===== config.mk =====
export PLATFORM = sky130hd
export DESIGN_NAME = rst_seq_ctrl
export DESIGN_NICKNAME = d
export VERILOG_FILES = /design/src/rtl/rsc_pkg.sv /design/src/rtl/rsc_pin_filter.sv /design/src/rtl/rsc_rel_counter.sv /design/src/rtl/rst_seq_ctrl.sv
export SDC_FILE = /design/constraint.sdc
export NUM_CORES = 1
export LEC_CHECK = 0
export BUFFER_PORTS_ARGS = -buffer_cell sky130_fd_sc_hd__buf_2
export CAP_MARGIN = 20
export CORE_ASPECT_RATIO = 0.9
export CORE_MARGIN = 5
export CORE_UTILIZATION = 30
export DETAILED_ROUTE_END_ITERATION = 7
export PLACE_DENSITY = 0.55
export SYNTH_ARGS = -nofsm -noshare
export SYNTH_HDL_FRONTEND = slang
export SYNTH_SLANG_ARGS = --single-unit

===== constraint.sdc =====
create_clock -name clk -period 1.83 [get_ports clk]
set_input_delay 0.366 -clock clk [delete_from_list [all_inputs] [get_ports clk]]
set_output_delay 0.366 -clock clk [all_outputs]
set_load 0.005 [all_outputs]

===== src/rtl/rsc_pkg.sv =====
package rsc_pkg;
    localparam int NSRC   = 5;
    localparam int SB_POR = 0;
    localparam int SB_EXT = 1;
    localparam int SB_SW  = 2;
    localparam int SB_LOC = 3;
    localparam int SB_LOL = 4;

    typedef enum logic [2:0] {
        ST_IDLE  = 3'd0,
        ST_BUSW  = 3'd1,
        ST_EXTW  = 3'd2,
        ST_LOCKW = 3'd3,
        ST_COUNT = 3'd4,
        ST_CFG   = 3'd5,
        ST_POR   = 3'd6
    } rsc_state_e;

    function automatic logic [NSRC-1:0] src_bit(input int idx);
        logic [NSRC-1:0] v;
        v = '0;
        v[idx] = 1'b1;
        return v;
    endfunction
endpackage


===== src/rtl/rsc_pin_filter.sv =====
module rsc_pin_filter #(
    parameter int FILT_LEN = 4
) (
    input  logic clk,
    input  logic clr,
    input  logic pin_n,
    output logic valid
);
    localparam int FW = $clog2(FILT_LEN + 1);
    localparam logic [FW-1:0] FMAX = FW'(FILT_LEN);

    logic [FW-1:0] cnt_d, cnt_q;

    always_comb begin
        cnt_d = cnt_q;
        if (clr || pin_n) begin
            cnt_d = '0;
        end else if (cnt_q != FMAX) begin
            cnt_d = cnt_q + 1'b1;
        end
    end

    always_ff @(posedge clk) begin
        cnt_q <= cnt_d;
    end

    assign valid = (cnt_q == FMAX);
endmodule


===== src/rtl/rsc_rel_counter.sv =====
module rsc_rel_counter #(
    parameter int CNT_LEN = 512
) (
    input  logic clk,
    input  logic clr,
    input  logic en,
    output logic done
);
    localparam int CW = $clog2(CNT_LEN) + 1;
    localparam logic [CW-1:0] LAST = CW'(CNT_LEN - 1);

    logic [CW-1:0] cnt_d, cnt_q;

    always_comb begin
        cnt_d = cnt_q;
        if (clr) begin
            cnt_d = '0;
        end else if (en) begin
            cnt_d = cnt_q + 1'b1;
        end
    end

    always_ff @(posedge clk) begin
        cnt_q <= cnt_d;
    end

    assign done = en && (cnt_q == LAST);
endmodule


===== src/rtl/rst_seq_ctrl.sv =====
module rst_seq_ctrl
    import rsc_pkg::*;
#(
    parameter int FILT_LEN = 4,
    parameter int CNT_LEN  = 512,
    parameter int CFG_W    = 4
) (
    input  logic             clk,
    input  logic             por_req,
    input  logic             ext_rst_n,
    input  logic             sw_req,
    input  logic             loss_clk,
    input  logic             loss_lock,
    input  logic             bus_done,
    input  logic             pll_lock,
    input  logic [CFG_W-1:0] cfg_pins,
    output logic             rst_out,
    output logic             busmon_en,
    output logic             cfg_latch,
    output logic [NSRC-1:0]  status,
    output logic [CFG_W-1:0] cfg_val
);
    typedef struct packed {
        rsc_state_e       state;
        logic [NSRC-1:0]  status;
        logic             pend_ext;
        logic [CFG_W-1:0] cfg;
    } regs_t;

    regs_t r_d, r_q;
    logic  ext_valid;
    logic  cnt_done;

    rsc_pin_filter #(.FILT_LEN(FILT_LEN)) u_filt (
        .clk   (clk),
        .clr   (por_req),
        .pin_n (ext_rst_n),
        .valid (ext_valid)
    );

    rsc_rel_counter #(.CNT_LEN(CNT_LEN)) u_cnt (
        .clk  (clk),
        .clr  (por_req || (r_q.state != ST_COUNT)),
        .en   (r_q.state == ST_COUNT),
        .done (cnt_done)
    );

    always_comb begin
        r_d = r_q;
        unique case (r_q.state)
            ST_POR: begin
                r_d.state = ST_LOCKW;
            end
            ST_IDLE: begin
                if (loss_clk) begin
                    r_d.state  = ST_LOCKW;
                    r_d.status = src_bit(SB_LOC);
                end else if (loss_lock) begin
                    r_d.state  = ST_LOCKW;
                    r_d.status = src_bit(SB_LOL);
                end else if (ext_valid) begin
                    r_d.state    = ST_BUSW;
                    r_d.pend_ext = 1'b1;
                end else if (sw_req) begin
                    r_d.state    = ST_BUSW;
                    r_d.pend_ext = 1'b0;
                end
            end
            ST_BUSW: begin
                if (bus_done || loss_clk || loss_lock) begin
                    r_d.state  = ST_EXTW;
                    r_d.status = r_q.pend_ext ? src_bit(SB_EXT) : src_bit(SB_SW);
                end
            end
            ST_EXTW: begin
                if (ext_rst_n) begin
                    r_d.state = ST_LOCKW;
                end
            end
            ST_LOCKW: begin
                if (ext_valid) begin
                    r_d.state = ST_EXTW;
                end else if (pll_lock) begin
                    r_d.state = ST_COUNT;
                end
            end
            ST_COUNT: begin
                if (ext_valid) begin
                    r_d.state = ST_EXTW;
                end else if (loss_lock) begin
                    r_d.state = ST_LOCKW;
                end else if (cnt_done) begin
                    r_d.state = ST_CFG;
                    r_d.cfg   = cfg_pins;
                end
            end
            ST_CFG: begin
                r_d.state = ST_IDLE;
            end
            default: begin
                r_d.state = ST_POR;
            end
        endcase
        if (por_req) begin
            r_d.state    = ST_POR;
            r_d.status   = src_bit(SB_POR);
            r_d.pend_ext = 1'b0;
        end
    end

    always_ff @(posedge clk) begin
        r_q <= r_d;
    end

    assign rst_out   = (r_q.state != ST_IDLE) && (r_q.state != ST_BUSW);
    assign busmon_en = (r_q.state == ST_BUSW);
    assign cfg_latch = (r_q.state == ST_CFG);
    assign status    = r_q.status;
    assign cfg_val   = r_q.cfg;
endmodule


==> out/qor.yml <==
syn_area_sq_um: 1290
hpwl_um: 1970
cts_hold_buf: 0
cts_root_buffer: "clkbuf_8"
drt-total-wl_um: 2530
dieArea_sq_um: 5710
report.final.slew_viol_count: 0
peakVddDrop_uv: 390
antenna_left: 0
finalCoreUtilization_pct: 34.9
cts_made_buffers: 3
grt_max_degree: 16
ys_seq_area_share_pct: 43.5
setup-tns-final_ns: 0
synth_top_area_share_pct: 34.2
insertion_delay_ns: 0.27
drv_cap: 0
top_level_ports: 24
fin_crit_ns: 1.74
finalCritPeriodShare_pct: 95.2
die_y_um: 72.2
syn-instance-count: 135
clock_skew_ns: 0.00630
max-clock-path-buffers: 2
setup_violations: 0
wl_per_cell_um: 12.8
die_w_um: 79.1
ys_warn_count: 0
synthFlopType: "dfxtp_1"
status: "finished, final reports clean"
final_area_sq_um: 1440
synth_nets: 150
cts_tree: "done"
core_sq_um: 4130
grt-ovfl-total: 0
nets: 166
synth_cell_types: 45
clock.fmax_mhz: 574
yosysMostFrequentCell: "dfxtp_1"
postPlaceCellArea_sq_um: 1370
drive_gt1_share_pct: 24.0
grt_pass1_wl_um: 4110
crit_path_start_kind: "flip-flop"
holdCritPathClass: "primary input to flip-flop"
p_leak_nw: 0.546
n_antenna_cell: 0
clock_sinks: 26
first_pass_iters: 4
slew_headroom_pct: 65.7
hold_viol: 0
powerDensity_nw_per_um2: 984
port_buffers: 23
area_growth_syn_to_layout_pct: 11.9
cp_data_required_time_ns: 1.46
synth_area_leaders: "dfxtp_1 34%, edfxtp_1 9.3%, buf_4 5.2%, nor2_1 4.4%, ha_1 2.9%"
rows: 22
rsz0062_at_grt: "no"
antenna_found_initial: 0
drc_errors: 0
worst-setup-path-type: "flip-flop to output pin"
track_usage_pct: 9.04
drt_iter0_drc: 107
synth_top_area_cell: "dfxtp_1"
worst-path-max-fanout: 14
initial_core_util_pct: 31.2
ys_top_cells_by_count: "22 x dfxtp_1, 15 x nor2_1, 9 x buf_4"
ys_ff_latch: 26
worst_slew_pin_slew_ns: 0.514
async_flop_share_pct: 0
critical_path.endpoint_type: "output pin"
synth_area_per_cell_sq_um: 9.55
clk_pin_slew_ns: 0.09
vias: 966
h-tree-depth: 1
grt_pass1_vias: 896
gp_congestion: 0.798
synth_edf_count: 4
vias_per_cell: 4.88
arrival_ns: 1.38
[where the power goes]
| group | switching (mW) | total [mW] | internal [mW] |
|---|---|---|---|
| registers | 0.0827 | 0.698 | 0.615 |
| logic | 0.134 | 0.253 | 0.119 |
| clock network | 0.176 | 0.468 | 0.292 |
[placed cells by master, fill, tap and decap left out, drive strengths merged, types with 4 or more instances in the layout]
cell,n
xnor2,4
nor2,16
o21ai,6
nor3,4
buf,23
inv,7
edfxtp,4
nand3,4
xor2,4
dfxtp,22
nand2,9
[registers in the layout (all words and copies together) (netlist names)]
signal        count
r_q               4
u_filt.cnt_q      3
cfg_val           4
u_cnt.cnt_q      10
status            5
[per-layer routing]
layer	track usage, %	routed length (um)	up-vias
li1	-	-	502
met1	11.8	1350	448
met2	14.2	1070	14
met3	3.23	96	2
met4	2.29	19	0
met5	0	0	-
[repair_timing]
item                       4_1_cts  5_1_grt
resized for setup                0        1
setup endpoints to repair        0        1
setup buffers                    0        0
[worst paths after layout]
check	from	endpoint	slack [ns]	cells past startpoint
worst max register to register	u_cnt.cnt_q[0]$_SDFFE_PP0N_	cfg_val[2]$_DFFE_PP_	0.19	4
worst min register to register	status[0]$_SDFFE_PP1P_	status[0]$_SDFFE_PP1P_	0.44	2
worst min-delay path	cfg_pins[1]	cfg_val[1]$_DFFE_PP_	0.27	1
worst max-delay path	r_q[10]$_SDFFE_PP0P_	busmon_en	0.09	3
[final cells by class]
| cell class | count | area, sq um |
|---|---|---|
| inverters | 7 | 26.3 |
| clock inverters | 1 | 30.0 |
| flip-flops and latches | 26 | 562 |
| fillers | 441 | 2690 |
| well taps | 48 | 60.1 |
| multi-input cells | 90 | 608 |
| clock buffers | 3 | 41.3 |
| repair buffers | 23 | 115 |
[logic make-up (layout without fill, tap and decap cells)]
| kind of cell | Yosys count | after routing | synth area share, % |
|---|---|---|---|
| xor gates and xnor gates | 8 | 8 | 5.44 |
| buffers and inverters | 19 | 34 | 9.32 |
| adders and majority gates | 3 | 3 | 2.91 |
| AOI/OAI and AO/OA | 24 | 24 | 14.4 |
| DFF | 26 | 26 | 43.5 |
| muxes | 2 | 2 | 1.55 |
| and+or+nand+nor | 53 | 53 | 22.9 |
[critical path: stages, from the launching register on]
cell and delay, ns:
dfxtp_1 0.65, inv_2 0.15, nor2_1 0.18, buf_2 0.14
[through the flow]
step                setup slack, ns  hold slack, ns  std cells  power, mW
floorplan                     0.344           0.423        135      0.918
global placement              0.230           0.433        194      0.952
detailed placement            0.160           0.436        194      0.961
CTS                          0.0806           0.257        198       1.44
global route                0.00535           0.252        198       1.51
finish                       0.0879           0.269        198       1.42
(Power assumes the default switching activity.)
